--- src/rtl/i2c_segreg_pkg.sv ---
package i2c_segreg_pkg;

    localparam int BYTE_W = 8;
    localparam int CNT_W  = $clog2(BYTE_W + 1);

    typedef enum logic [2:0] {
        ST_IDLE,
        ST_RX,
        ST_ACK,
        ST_TX,
        ST_MACK
    } bus_st_e;

    typedef enum logic [1:0] {
        K_DEV,
        K_PTR,
        K_DATA
    } byte_kind_e;

    typedef struct packed {
        bus_st_e             st;
        byte_kind_e          kind;
        logic [CNT_W-1:0]    bitcnt;
        logic [BYTE_W-1:0]   sh;
        logic [BYTE_W-1:0]   tx;
        logic [BYTE_W-1:0]   ptr;
        logic                ack;
        logic                rw;
        logic                mack;
    } ctl_s;

endpackage

--- src/rtl/i2c_segreg_sync.sv ---
module i2c_segreg_sync #(
    parameter int STAGES = 2
) (
    input  logic clk,
    input  logic rst_n,
    input  logic scl_in,
    input  logic sda_in,
    output logic scl_s,
    output logic sda_s,
    output logic scl_rise,
    output logic scl_fall,
    output logic start_det,
    output logic stop_det
);
    logic [STAGES-1:0] scl_pipe_q;
    logic [STAGES-1:0] sda_pipe_q;
    logic              scl_prev_q;
    logic              sda_prev_q;

    generate
        if (STAGES == 1) begin : g_one
            always_ff @(posedge clk or negedge rst_n) begin
                if (!rst_n) begin
                    scl_pipe_q <= '1;
                    sda_pipe_q <= '1;
                end else begin
                    scl_pipe_q <= scl_in;
                    sda_pipe_q <= sda_in;
                end
            end
        end else begin : g_multi
            always_ff @(posedge clk or negedge rst_n) begin
                if (!rst_n) begin
                    scl_pipe_q <= '1;
                    sda_pipe_q <= '1;
                end else begin
                    scl_pipe_q <= {scl_pipe_q[STAGES-2:0], scl_in};
                    sda_pipe_q <= {sda_pipe_q[STAGES-2:0], sda_in};
                end
            end
        end
    endgenerate

    always_ff @(posedge clk or negedge rst_n) begin
        if (!rst_n) begin
            scl_prev_q <= 1'b1;
            sda_prev_q <= 1'b1;
        end else begin
            scl_prev_q <= scl_s;
            sda_prev_q <= sda_s;
        end
    end

    assign scl_s     = scl_pipe_q[STAGES-1];
    assign sda_s     = sda_pipe_q[STAGES-1];
    assign scl_rise  = scl_s & ~scl_prev_q;
    assign scl_fall  = ~scl_s & scl_prev_q;
    assign start_det = scl_s & scl_prev_q & sda_prev_q & ~sda_s;
    assign stop_det  = scl_s & scl_prev_q & ~sda_prev_q & sda_s;

endmodule

--- src/rtl/i2c_segreg_ring.sv ---
module i2c_segreg_ring #(
    parameter logic [7:0] FIRST = 8'h30,
    parameter logic [7:0] LAST  = 8'h32
) (
    input  logic [7:0] cur,
    output logic       hit,
    output logic [7:0] nxt
);
    localparam logic [7:0] SPAN = LAST - FIRST;

    logic [7:0] offset;

    assign offset = cur - FIRST;
    assign hit    = (offset <= SPAN);
    assign nxt    = (cur == LAST) ? FIRST : cur + 8'd1;

endmodule

--- src/rtl/i2c_segreg_step.sv ---
module i2c_segreg_step #(
    parameter logic [7:0]          A_FIRST   = 8'h00,
    parameter logic [7:0]          A_LAST    = 8'h03,
    parameter logic [7:0]          B_FIRST   = 8'h10,
    parameter logic [7:0]          B_LAST    = 8'h18,
    parameter logic [7:0]          B_REENTRY = 8'h11,
    parameter int                  NRING     = 2,
    parameter logic [NRING*8-1:0]  RING_LO   = {8'h60, 8'h30},
    parameter logic [NRING*8-1:0]  RING_HI   = {8'h62, 8'h32}
) (
    input  logic [7:0] cur,
    input  logic       fifo_en,
    output logic       valid,
    output logic [7:0] nxt
);
    localparam logic [7:0] A_SPAN = A_LAST - A_FIRST;
    localparam logic [7:0] B_SPAN = B_LAST - B_FIRST;

    logic [NRING-1:0] ring_hit;
    logic [7:0]       ring_nxt [NRING];
    logic [7:0]       a_off;
    logic [7:0]       b_off;
    logic             in_a;
    logic             in_b;

    genvar gi;
    generate
        for (gi = 0; gi < NRING; gi++) begin : g_ring
            i2c_segreg_ring #(
                .FIRST (RING_LO[gi*8 +: 8]),
                .LAST  (RING_HI[gi*8 +: 8])
            ) ring_i (
                .cur (cur),
                .hit (ring_hit[gi]),
                .nxt (ring_nxt[gi])
            );
        end
    endgenerate

    assign a_off = cur - A_FIRST;
    assign b_off = cur - B_FIRST;
    assign in_a  = (a_off <= A_SPAN);
    assign in_b  = (b_off <= B_SPAN);

    always_comb begin
        valid = 1'b0;
        nxt   = cur;
        if (in_a) begin
            valid = 1'b1;
            nxt   = (cur == A_LAST) ? B_FIRST : cur + 8'd1;
        end else if (in_b) begin
            valid = 1'b1;
            if (cur == B_LAST) begin
                nxt = fifo_en ? B_REENTRY : A_FIRST;
            end else begin
                nxt = cur + 8'd1;
            end
        end else begin
            for (int i = 0; i < NRING; i++) begin
                if (ring_hit[i]) begin
                    valid = 1'b1;
                    nxt   = ring_nxt[i];
                end
            end
        end
    end

endmodule

--- src/rtl/i2c_segreg_target.sv ---
module i2c_segreg_target
    import i2c_segreg_pkg::*;
#(
    parameter logic [6:0] DEV_ADDR    = 7'h0C,
    parameter int         SYNC_STAGES = 2
) (
    input  logic       clk,
    input  logic       rst_n,
    input  logic       scl_in,
    input  logic       sda_in,
    output logic       sda_oe,
    input  logic       fifo_en,
    output logic [7:0] reg_addr,
    output logic [7:0] reg_wdata,
    output logic       reg_we,
    input  logic [7:0] reg_rdata,
    input  logic       reg_writable
);
    localparam logic [CNT_W-1:0] LAST_BIT = CNT_W'(BYTE_W - 1);
    localparam logic [CNT_W-1:0] FULL_CNT = CNT_W'(BYTE_W);

    logic scl_s, sda_s, scl_rise, scl_fall, start_det, stop_det;
    logic ptr_valid;
    logic [7:0] ptr_nxt;
    logic [7:0] rx_byte;
    logic [7:0] rd_byte;
    logic we_d;

    ctl_s q, d;

    i2c_segreg_sync #(.STAGES(SYNC_STAGES)) sync_i (
        .clk       (clk),
        .rst_n     (rst_n),
        .scl_in    (scl_in),
        .sda_in    (sda_in),
        .scl_s     (scl_s),
        .sda_s     (sda_s),
        .scl_rise  (scl_rise),
        .scl_fall  (scl_fall),
        .start_det (start_det),
        .stop_det  (stop_det)
    );

    i2c_segreg_step step_i (
        .cur     (q.ptr),
        .fifo_en (fifo_en),
        .valid   (ptr_valid),
        .nxt     (ptr_nxt)
    );

    assign rx_byte = {q.sh[6:0], sda_s};
    assign rd_byte = ptr_valid ? reg_rdata : 8'h00;

    always_comb begin
        d    = q;
        we_d = 1'b0;
        if (start_det) begin
            d.st     = ST_RX;
            d.kind   = K_DEV;
            d.bitcnt = '0;
            d.ack    = 1'b0;
        end else if (stop_det) begin
            d.st     = ST_IDLE;
            d.bitcnt = '0;
        end else begin
            case (q.st)
                ST_RX: begin
                    if (scl_rise && (q.bitcnt < FULL_CNT)) begin
                        d.sh     = rx_byte;
                        d.bitcnt = q.bitcnt + 1'b1;
                        if (q.bitcnt == LAST_BIT) begin
                            case (q.kind)
                                K_DEV: begin
                                    d.ack = (rx_byte[7:1] == DEV_ADDR);
                                    d.rw  = rx_byte[0];
                                end
                                K_PTR: begin
                                    d.ack = 1'b1;
                                    d.ptr = rx_byte;
                                end
                                K_DATA: begin
                                    d.ack = 1'b1;
                                    we_d  = ptr_valid & reg_writable;
                                    d.ptr = ptr_nxt;
                                end
                                default: d.ack = 1'b0;
                            endcase
                        end
                    end else if (scl_fall && (q.bitcnt == FULL_CNT)) begin
                        d.bitcnt = '0;
                        d.st     = q.ack ? ST_ACK : ST_IDLE;
                    end
                end
                ST_ACK: begin
                    if (scl_fall) begin
                        if ((q.kind == K_DEV) && q.rw) begin
                            d.st  = ST_TX;
                            d.tx  = rd_byte;
                            d.ptr = ptr_nxt;
                        end else begin
                            d.st   = ST_RX;
                            d.kind = (q.kind == K_DEV) ? K_PTR : K_DATA;
                        end
                    end
                end
                ST_TX: begin
                    if (scl_rise) begin
                        d.bitcnt = q.bitcnt + 1'b1;
                    end else if (scl_fall) begin
                        if (q.bitcnt == FULL_CNT) begin
                            d.st     = ST_MACK;
                            d.bitcnt = '0;
                        end else begin
                            d.tx = {q.tx[6:0], 1'b0};
                        end
                    end
                end
                ST_MACK: begin
                    if (scl_rise) begin
                        d.mack = ~sda_s;
                    end else if (scl_fall) begin
                        if (q.mack) begin
                            d.st  = ST_TX;
                            d.tx  = rd_byte;
                            d.ptr = ptr_nxt;
                        end else begin
                            d.st = ST_IDLE;
                        end
                    end
                end
                default: d.st = ST_IDLE;
            endcase
        end
    end

    always_ff @(posedge clk or negedge rst_n) begin
        if (!rst_n) begin
            q <= '{st: ST_IDLE, kind: K_DEV, bitcnt: '0, sh: '0, tx: '0,
                   ptr: '0, ack: 1'b0, rw: 1'b0, mack: 1'b0};
        end else begin
            q <= d;
        end
    end

    assign sda_oe    = (q.st == ST_ACK) | ((q.st == ST_TX) & ~q.tx[7]);
    assign reg_addr  = q.ptr;
    assign reg_wdata = rx_byte;
    assign reg_we    = we_d;

endmodule

--- config.mk ---
export PLATFORM = sky130hd
export DESIGN_NAME = i2c_segreg_target
export DESIGN_NICKNAME = d
export VERILOG_FILES = /design/src/rtl/i2c_segreg_pkg.sv /design/src/rtl/i2c_segreg_sync.sv /design/src/rtl/i2c_segreg_ring.sv /design/src/rtl/i2c_segreg_step.sv /design/src/rtl/i2c_segreg_target.sv
export SDC_FILE = /design/constraint.sdc
export NUM_CORES = 1
export LEC_CHECK = 0
export BUFFER_PORTS_ARGS = -buffer_cell sky130_fd_sc_hd__buf_2
export CELL_PAD_IN_SITES_DETAIL_PLACEMENT = 0
export CELL_PAD_IN_SITES_GLOBAL_PLACEMENT = 1
export CORE_MARGIN = 1.5
export CORE_UTILIZATION = 30
export CTS_BUF_LIST = sky130_fd_sc_hd__clkbuf_8
export DETAILED_ROUTE_END_ITERATION = 10
export GPL_TIMING_DRIVEN = 0
export PLACE_DENSITY_LB_ADDON = 0.08
export SLEW_MARGIN = 20
export SYNTH_ARGS = -nofsm -noshare
export SYNTH_HDL_FRONTEND = slang
export SYNTH_HIERARCHICAL = 1
export SYNTH_SLANG_ARGS = --single-unit
--- constraint.sdc ---
create_clock -name clk -period 6 [get_ports clk]
set_input_delay 0.6 -clock clk [delete_from_list [all_inputs] [get_ports clk]]
set_output_delay 0.6 -clock clk [all_outputs]
set_load 0.05 [all_outputs]
==> metrics.md <==
| Metric | Value |
|---|---|
| Yosys reg bits | 41 |
| Max cap viols | 0 |
| CP cell instances | or4b_4, a2111oi_2, or2_0, or2_1, buf_1, nand3_1, nor3_1, buf_2 |
| Num CTS Buffers | 5 |
| WL per Instance | 15.77 µm |
| Reg2reg start | reg_addr[4] |
| Post-DRT Antenna Nets | 0 |
| Slowest-stage cell, CP | or4b_4 |
| Worst Setup End Kind | output port |
| Global-route wire length before repair | 12.90 mm |
| Width of the die | 105.7 µm |
| Synth unique cells | 67 |
| Tightest Pin Transition | 0.9144 ns |
| HPWL after DPL | 5.493 mm |
| Post-CTS sizing | 0 |
| Minimum clock period | 3.928 ns |
| Fin Hold WS | 0.1914 ns |
| CTS hold repair buffers | 0 |
| Routability cong. | 0.7581 |
| Final WL | 7.839 mm |
| Max FO, Critical Path | 18 |
| Reg2reg setup slack | 2.89 ns |
| Via density | 4.873 |
| Worst hold path type | input pin to asynchronous set/reset pin |
| Core Area | 10280 µm² |
| Buffers on Ports | 31 |
| Post-synth EDFFs | 0 |
| Fmax | 254.6 MHz |
| Sink Count | 41 |
| Pre-antenna DRT Iters | 4 |
| Rows | 37 |
| CP max stage delay | 0.65 ns |
| Residual DRC count | 0 |
| Antenna violations before repair | 0 |
| Post-synthesis cell area | 3163 µm² |
| Inserted Diodes | 0 |
| Maximum clock insertion buffer count | 2 |
| Fin. max-slew vios | 0 |
| Share of layout cells above drive strength 1 | 0.3241 |
| Max VDD drop | 0.07544 mV |
| Worst setup SP type | flip-flop |
| Mapped Cells | 321 |
| Reg area | 1033 µm² |
| Clock root buffer | clkbuf_8 |
| # H-tree levels | 2 |
| Initial Util | 0.3078 |
| Most common cell after layout, fill and taps aside | buf_2 |
| Overall Global Routing Usage | 0.1451 |
| DRT iter0 DRCs | 98 |
| Setup bufs post-CTS | 0 |
| Remaining Overflow, GRT | 0 |
| Post-synthesis sequential area ratio | 0.3267 |
| CTS tree | built |
| CP required | 5.40 ns |
| Synthesis-to-layout area growth | 13.96% |
| Synthesized area per cell | 9.854 µm² |
| Synthesis Warnings | 6 |
| WP data arrival | 3.33 ns |
| RR Endpoint | reg_addr[1] |
| Setup repair after global routing missed its margin | false |
| Most frequent cells in the layout | buf_2, dfrtp_1, nand2_1 |
| Fillers | 1099 |
| Asr flop ratio synth | 1.000 |
| Largest net degree at the start of global routing | 42 |
| Final setup TNS | 0 ns |
| Worst setup path start | reg_addr[4] |
| Skew final | 0.01008 ns |
| Power per standard cell area | 147.0 nW/µm² |
| Status | finished, final reports clean |
| Via total after detailed routing | 2422 |
| Final net count | 387 |
| Worst slew margin | 0.3857 |
| Period utilization | 0.6547 |
| Worst skew pair latency | 0.29 ns |
| Top FF cell, synth | dfrtp_1 |
| CP Class | flip-flop to output port |
| Count of final hold-check violations | 0 |
| DIE HEIGHT | 105.7 µm |
| Clk slew on worst S/H paths | 0.09 ns |
| P_leak | 1.663 nW |
| Synth Net Count | 348 |
| DIE AREA | 11170 µm² |
| Setup Viol. Count Final | 0 |
| Reg2Reg Depth | 7 |
| Area of the multi-input gates | 1872 µm² |
| I/O Pins | 32 |
| Number of global-route vias before repair | 2418 |
==> critical path: cells and delay by family, from the launching register on <==
kind            cells  cell delay, ns
buf+inv             2            0.67
simple gates        5            1.28
compound gates      1            0.44
flops               1            0.62
==> cell type report <==
type                       count  area share
tap                          136     0.04721
buffer                        28     0.05588
timing repair buffer          32     0.04859
inverter                      15     0.01562
sequential                    41      0.2867
multi-input combinational    237      0.5193
clock inverter                 2    0.003818
clock buffer                   6     0.02291
==> routing by layer <==
layer / vias up / track usage / wire length (µm)
met4: 0 / 0.02896 / 55
met2: 35 / 0.2138 / 3285
met3: 4 / 0.02103 / 213
met1: 1161 / 0.2232 / 4285
li1: 1222 / - / -
met5: - / 0 / 0
==> through the flow <==
step	area [µm²]	power (W)	instances	setup slack (ns)	util
after floorplan	3163	0.0003224	321	2.337	-
after global placement	3488	0.0003415	488	2.422	0.3394
after detailed placement	3488	0.0003416	488	2.398	0.3394
after CTS	3585	0.0005412	496	2.057	0.3488
after global routing	3605	0.0005601	497	1.841	0.3507
final	3605	0.0005300	497	2.072	0.3507
==> kinds of logic after synthesis <==
logic type,synth area share
simple gates,0.2077
compound gates,0.1286
mux,0.1654
fa+ha+maj,0.05143
flops,0.3267
buf+inv,0.08149
xor+xnor,0.03877
==> flip-flops by register name, indices dropped and copies added (netlist names) <==
name               cells
q                     20
reg_addr               8
reg_wdata              7
sync_i/scl_pipe_q      2
sync_i/sda_pipe_q      2
sync_i/scl_prev_q      1
sync_i/sda_prev_q      1
==> how the worst max path moves through the flow <==
stage                   to  slack (ns)  depth (start not counted)
floorplan           reg_we        2.34                          7
global placement    reg_we        2.42                          8
detailed placement  reg_we        2.40                          8
CTS                 reg_we        2.06                          8
global route        reg_we        1.84                          8
finish              reg_we        2.07                          8
==> cells in the mapped netlist (8+ instances only) <==
master | count | area, µm²
a21oi_1 | 8 | 40.04
a22o_1 | 8 | 70.07
buf_4 | 16 | 120.1
dfrtp_1 | 35 | 875.8
ha_1 | 13 | 162.7
inv_1 | 15 | 56.30
mux2_2 | 23 | 259.0
mux2_4 | 8 | 120.1
mux2i_1 | 11 | 110.1
nand2_1 | 26 | 97.59
nand3_1 | 19 | 95.09
nor2_1 | 17 | 63.81
o21ai_0 | 8 | 40.04
xnor2_1 | 12 | 105.1
==> power breakdown <==
group / leakage (nW) / switching, W / internal, W
logic: 1.10 / 0.0000303 / 0.0000175
clock network: 0.0512 / 0.0000993 / 0.0000933
registers: 0.514 / 0.00000629 / 0.000283
total: 1.66 / 0.000136 / 0.000394
(Power assumes the default switching activity.)
